**src/rtl/bar_pkg.sv**
```systemverilog
package bar_pkg;

  localparam int unsigned CFG_W   = 32;
  localparam int unsigned LANES   = CFG_W / 8;

  typedef enum logic {
    SPACE_MEM = 1'b0,
    SPACE_IO  = 1'b1
  } space_e;

  // Writable address bits: everything at or above the size boundary.
  function automatic logic [CFG_W-1:0] size_mask(input int unsigned lg);
    logic [CFG_W-1:0] one;
    one = {{(CFG_W-1){1'b0}}, 1'b1};
    return ~((one << lg) - one);
  endfunction

  // Hard-wired low field returned on every read.
  function automatic logic [CFG_W-1:0] fixed_bits(input logic is_io);
    return is_io ? {{(CFG_W-1){1'b0}}, 1'b1} : '0;
  endfunction

  // Bits that must always read zero (read-only beyond the type bit).
  function automatic logic [CFG_W-1:0] ro_zero_bits(input logic is_io);
    return is_io ? 32'h0000_0002 : 32'h0000_000E;
  endfunction

  function automatic int unsigned min_size_log2(input logic is_io);
    return is_io ? 2 : 4;
  endfunction

endpackage

```
**src/rtl/bar_store.sv**
```systemverilog
module bar_store
  import bar_pkg::*;
#(
  parameter logic [CFG_W-1:0] WR_MASK = 32'hFFFF_FF00
) (
  input  logic             clk,
  input  logic             rst_n,
  input  logic             wr,
  input  logic [LANES-1:0] be,
  input  logic [CFG_W-1:0] wdata,
  output logic [CFG_W-1:0] q
);

  for (genvar g = 0; g < LANES; g++) begin : g_lane
    localparam logic [7:0] LANE_MASK = WR_MASK[g*8 +: 8];
    logic [7:0] lane_q;

    always_ff @(posedge clk) begin
      if (!rst_n) begin
        lane_q <= 8'h00;
      end else if (wr && be[g]) begin
        lane_q <= wdata[g*8 +: 8] & LANE_MASK;
      end
    end

    assign q[g*8 +: 8] = lane_q;
  end

endmodule

```
**src/rtl/bar_space_sel.sv**
```systemverilog
module bar_space_sel
  import bar_pkg::*;
#(
  parameter bit IS_IO = 1'b0
) (
  input  logic cmd_mem_en,
  input  logic cmd_io_en,
  input  logic txn_is_io,
  output logic space_en,
  output logic space_ok
);

  localparam space_e MY_SPACE = IS_IO ? SPACE_IO : SPACE_MEM;

  always_comb begin
    space_en = (MY_SPACE == SPACE_IO) ? cmd_io_en : cmd_mem_en;
    space_ok = (space_e'(txn_is_io) == MY_SPACE);
  end

endmodule

```
**src/rtl/bar_decode.sv**
```systemverilog
module bar_decode
  import bar_pkg::*;
#(
  parameter logic [CFG_W-1:0] CMP_MASK = 32'hFFFF_FF00
) (
  input  logic [CFG_W-1:0] base,
  input  logic [CFG_W-1:0] txn_addr,
  input  logic             txn_valid,
  input  logic             space_ok,
  input  logic             space_en,
  output logic             base_match,
  output logic             hit
);

  logic [CFG_W-1:0] diff;

  always_comb begin
    diff       = (txn_addr ^ base) & CMP_MASK;
    base_match = (diff == '0);
    hit        = txn_valid && space_ok && space_en && base_match;
  end

endmodule

```
**src/rtl/bar_window_reg.sv**
```systemverilog
module bar_window_reg
  import bar_pkg::*;
#(
  parameter bit          IS_IO     = 1'b0,
  parameter int unsigned SIZE_LOG2 = 8
) (
  input  logic        clk,
  input  logic        rst_n,
  input  logic        cfg_wr,
  input  logic [3:0]  cfg_be,
  input  logic [31:0] cfg_wdata,
  output logic [31:0] cfg_rdata,
  input  logic        cmd_mem_en,
  input  logic        cmd_io_en,
  input  logic        txn_valid,
  input  logic        txn_is_io,
  input  logic [31:0] txn_addr,
  output logic        hit
);

  localparam logic [CFG_W-1:0] WR_MASK  = size_mask(SIZE_LOG2);
  localparam logic [CFG_W-1:0] FIXED    = fixed_bits(IS_IO);

  if (SIZE_LOG2 < min_size_log2(IS_IO) || SIZE_LOG2 > 31) begin : g_bad_size
    $error("bar_window_reg: SIZE_LOG2 out of range for this space type");
  end

  logic [CFG_W-1:0] base_q;
  logic             space_en;
  logic             space_ok;
  logic             base_match;

  bar_store #(.WR_MASK(WR_MASK)) u_store (
    .clk   (clk),
    .rst_n (rst_n),
    .wr    (cfg_wr),
    .be    (cfg_be),
    .wdata (cfg_wdata),
    .q     (base_q)
  );

  bar_space_sel #(.IS_IO(IS_IO)) u_space (
    .cmd_mem_en (cmd_mem_en),
    .cmd_io_en  (cmd_io_en),
    .txn_is_io  (txn_is_io),
    .space_en   (space_en),
    .space_ok   (space_ok)
  );

  bar_decode #(.CMP_MASK(WR_MASK)) u_dec (
    .base       (base_q),
    .txn_addr   (txn_addr),
    .txn_valid  (txn_valid),
    .space_ok   (space_ok),
    .space_en   (space_en),
    .base_match (base_match),
    .hit        (hit)
  );

  assign cfg_rdata = base_q | FIXED;

endmodule

```
**config.mk**
```make
export PLATFORM = sky130hd
export DESIGN_NAME = bar_window_reg
export DESIGN_NICKNAME = d
export VERILOG_FILES = /design/src/rtl/bar_pkg.sv /design/src/rtl/bar_store.sv /design/src/rtl/bar_space_sel.sv /design/src/rtl/bar_decode.sv /design/src/rtl/bar_window_reg.sv
export SDC_FILE = /design/constraint.sdc
export NUM_CORES = 1
export LEC_CHECK = 0
export CORE_MARGIN = 4
export CORE_UTILIZATION = 27
export CTS_CLUSTER_DIAMETER = 200
export DETAILED_ROUTE_END_ITERATION = 12
export GPL_TIMING_DRIVEN = 0
export PLACE_DENSITY = 0.69
export SLEW_MARGIN = 20
export SYNTH_ARGS = -nofsm -noshare
export SYNTH_HDL_FRONTEND = slang
export SYNTH_SLANG_ARGS = --single-unit
```
**constraint.sdc**
```tcl
create_clock -name clk -period 3.8 [get_ports clk]
set_clock_uncertainty 0.05 [all_clocks]
set_input_delay 0.76 -clock clk [delete_from_list [all_inputs] [get_ports clk]]
set_output_delay 0.76 -clock clk [all_outputs]
set_load 0.01 [all_outputs]
```
==> reports/summary.md <==
Detailed routing
- **violation count after the first detailed-routing iteration** 53
- **total detailed-routing wirelength** 3981 um
- **number of iterations in the first detailed-routing pass** 4
- **routed vias/inst** 4.502
- **routed len/inst** 13.78 um
- **number of remaining DRC errors** 0
- **via count** 1,301
- **residual antenna-violating net count after detailed routing** 0

Final layout
- **post-route standard cell area excluding fillers** 0.002171 mm^2
- **Final Core Density** 0.4918
- **registers with the most flip-flops** u_store.g_lane.lane_q: 24 flops
- **Largest register FFs** 24
- **multi-input logic area** 705.7 um^2
- **share of layout cells above drive strength 1** 0.06751
- **NumNets Final** 313
- **n_diodes** 0
- **layout filler cell count** 450
- **storage element area** 480.5 um^2
- **layout overhead on the synthesized area** 73.15%
- **register ranked first by flip-flop count** u_store.g_lane.lane_q

Yosys
- **parity-gate share of the synthesized area counting xor and xnor cells** 0.1677
- **synthesized cell area** 0.001254 mm^2
- **top post-synthesis cells by area** sky130_fd_sc_hd__dfxtp_1 (38%), sky130_fd_sc_hd__a21boi_0 (14%), sky130_fd_sc_hd__xor2_1 (11%)
- **area fraction in compound gates after synthesis** 0.1437
- **simple-gate portion of the synthesized area** 0.2275
- **fraction of synthesized area in multiplexers** 0
- **number of distinct library cell variants in the gate-level netlist after synthesis** 14
- **Yosys Warn Count** 0
- **sequential cell area fraction in the yosys report** 0.3832
- **arithmetic-cell share of the synthesized area counting full adders, half adders and majority gates** 0
- **Mean Syn Cell Area** 8.414 um^2
- **Synth Register Bits** 24
- **combinational family with the most area after synthesis** simple AND/OR/NAND/NOR gates
- **Syn Inst Count** 149
- **top cell type's share of synthesized area** 0.3832
- **Synth area leader** sky130_fd_sc_hd__dfxtp_1

Setup path
- **setup slack, reg-to-reg** 3.06 ns
- **kind of end point of the critical path** primary output
- **data required time at the worst endpoint** 2.99 ns
- **Max Fanout on Critical Path** 1
- **crit path kind** input pin to primary output
- **endpoint arrival time on the critical path** 2.78 ns
- **Worst Setup Start Kind** input pin

Die
- **die area** 0.005797 mm^2
- **Core Rows** 24
- **number of I/O pins** 108
- **DIE WIDTH** 76.14 um
- **initial core utilization** 0.2840
- **placeable core region** 0.004414 mm^2
- **overall die height** 76.14 um

Placement
- **post-detail-place hpwl** 3195 um
- **post-placement setup slack** 0.2226 ns
- **global placer's final weighted congestion** 0.7253
- **Area after DPL** 0.002116 mm^2
- **number of port buffers** 77

GRT
- **vias in the first global route** 1,262
- **Total Routing Usage GR** 0.1336
- **number of antenna violations at the first check in global routing** 0
- **global-route congestion overflow total** 0
- **maximum number of pins on one net before global-route repair** 14
- **global-route wire length before repair** 6417 um

Power and ir drop
- **cell area power density** 277.4 mW/mm^2
- **VDD IR max** 204.5 uV
- **Leakage** 0.8224 nW

Clock tree
- **Clock Pin Slew Worst Setup and Hold Paths** 0.09 ns
- **clock tree from TritonCTS** yes
- **Setup Buffers After CTS** 0
- **clk sinks** 24
- **Max clock buf depth** 2
- **insertion delay to the later sink of the worst-skew pair** 0.26 ns
- **hold buffer count at cts** 0
- **TritonCTS buffer count** 3
- **CTS H-tree lvls** 1
- **cts repair resizes** 0
- **clock tree root buffer cell** sky130_fd_sc_hd__clkbuf_8

Timing
- **final critical path time including I/O delays and setup** 3.585 ns
- **highest clock rate** 0.2789 GHz
- **hold violation count in the final report** 0
- **setup repair after global routing missed its margin** no
- **final total negative setup slack** 0 ns
- **Period Utilization, post-route** 0.9435
- **Finish-stage setup viols** 0
- **worst hold slack across all endpoints** 0.4442 ns
- **final number of max-transition violations** 0
- **worst path setup slack after routing** 0.2146 ns

Worst hold path
- **HP Class** flop to flop

Flow run
- **max-cap viol count** 0

Run status
- **result of the run** completed

[final timing paths]
| kind | start | end | cells past startpoint |
|---|---|---|---|
| min | u_store.g_lane[2].lane_q[1] | u_store.g_lane[2].lane_q[1] | 2 |
| max | txn_addr[16] | hit | 6 |
| min reg2reg | u_store.g_lane[2].lane_q[1] | u_store.g_lane[2].lane_q[1] | 2 |
| max reg2reg | u_store.g_lane[3].lane_q[5] | u_store.g_lane[3].lane_q[5] | 2 |
[kinds of logic after synthesis]
family                    after synthesis
AOI/OAI and AO/OA                      24
xor gates and xnor gates               24
buffers and inverters                  16
DFF                                    24
other                                   1
and+or+nand+nor                        60
[cells in the mapped netlist]
cell type	instances
sky130_fd_sc_hd__a21boi_0	24
sky130_fd_sc_hd__buf_2	3
sky130_fd_sc_hd__buf_4	8
sky130_fd_sc_hd__clkbuf_1	5
sky130_fd_sc_hd__conb_1	1
sky130_fd_sc_hd__dfxtp_1	24
sky130_fd_sc_hd__nand2_1	27
sky130_fd_sc_hd__nand3_1	25
sky130_fd_sc_hd__nand4_1	2
sky130_fd_sc_hd__nand4b_1	1
sky130_fd_sc_hd__nor4_1	4
sky130_fd_sc_hd__nor4_2	1
sky130_fd_sc_hd__xnor2_1	8
sky130_fd_sc_hd__xor2_1	16
[routing by layer]
| layer | up-vias | track usage | wire length, um |
|---|---|---|---|
| met1 | 578 | 0.1776 | 1806 |
| met2 | 53 | 0.2123 | 1836 |
| met5 | - | 0 | 0 |
| met4 | 0 | 0.02098 | 18 |
| met3 | 2 | 0.04610 | 319 |
| li1 | 668 | - | - |
[power breakdown]
group / switching (mW) / leakage (nW) / internal [mW] / total, mW
registers: 0.0107 / 0.196 / 0.263 / 0.274
clock network: 0.0848 / 0.0288 / 0.0924 / 0.177
logic: 0.0561 / 0.597 / 0.0952 / 0.151
[critical path, stage by stage]
cell and delay, ns:
sky130_fd_sc_hd__clkdlybuf4s50_1 0.41, sky130_fd_sc_hd__xor2_1 0.14, sky130_fd_sc_hd__nor4_1 0.43, sky130_fd_sc_hd__nand4_1 0.19
sky130_fd_sc_hd__nor4_2 0.28, sky130_fd_sc_hd__clkdlybuf4s50_1 0.57
[cell type report]
class	instances	share of cell area
Timing Repair Buffer	77	0.3550
Multi-Input combinational cell	116	0.3251
Sequential cell	24	0.2213
Buffer	16	0.04323
Tap cell	52	0.02997
Clock buffer	4	0.02536
[cell usage in the layout (no fill, tap or decap)]
| cell | count |
|---|---|
| sky130_fd_sc_hd__buf_4 | 8 |
| sky130_fd_sc_hd__nand2_1 | 27 |
| sky130_fd_sc_hd__nand3_1 | 25 |
| sky130_fd_sc_hd__nand4_1 | 2 |
| sky130_fd_sc_hd__conb_1 | 8 |
| sky130_fd_sc_hd__a21boi_0 | 24 |
| sky130_fd_sc_hd__nand4b_1 | 1 |
| sky130_fd_sc_hd__dfxtp_1 | 24 |
| sky130_fd_sc_hd__nor4_1 | 4 |
| sky130_fd_sc_hd__clkbuf_1 | 5 |
| sky130_fd_sc_hd__buf_2 | 3 |
| sky130_fd_sc_hd__clkbuf_8 | 4 |
| sky130_fd_sc_hd__xor2_1 | 16 |
| sky130_fd_sc_hd__clkdlybuf4s50_1 | 77 |
| sky130_fd_sc_hd__xnor2_1 | 8 |
| sky130_fd_sc_hd__nor4_2 | 1 |
[stage by stage]
stage                     power, mW  instances
after global routing         0.6355        289
after global placement       0.4307        285
after floorplan              0.3388        156
after detailed placement     0.4327        285
final                        0.6023        289
after CTS                    0.6064        289
Power figures use the tool's default switching activity.
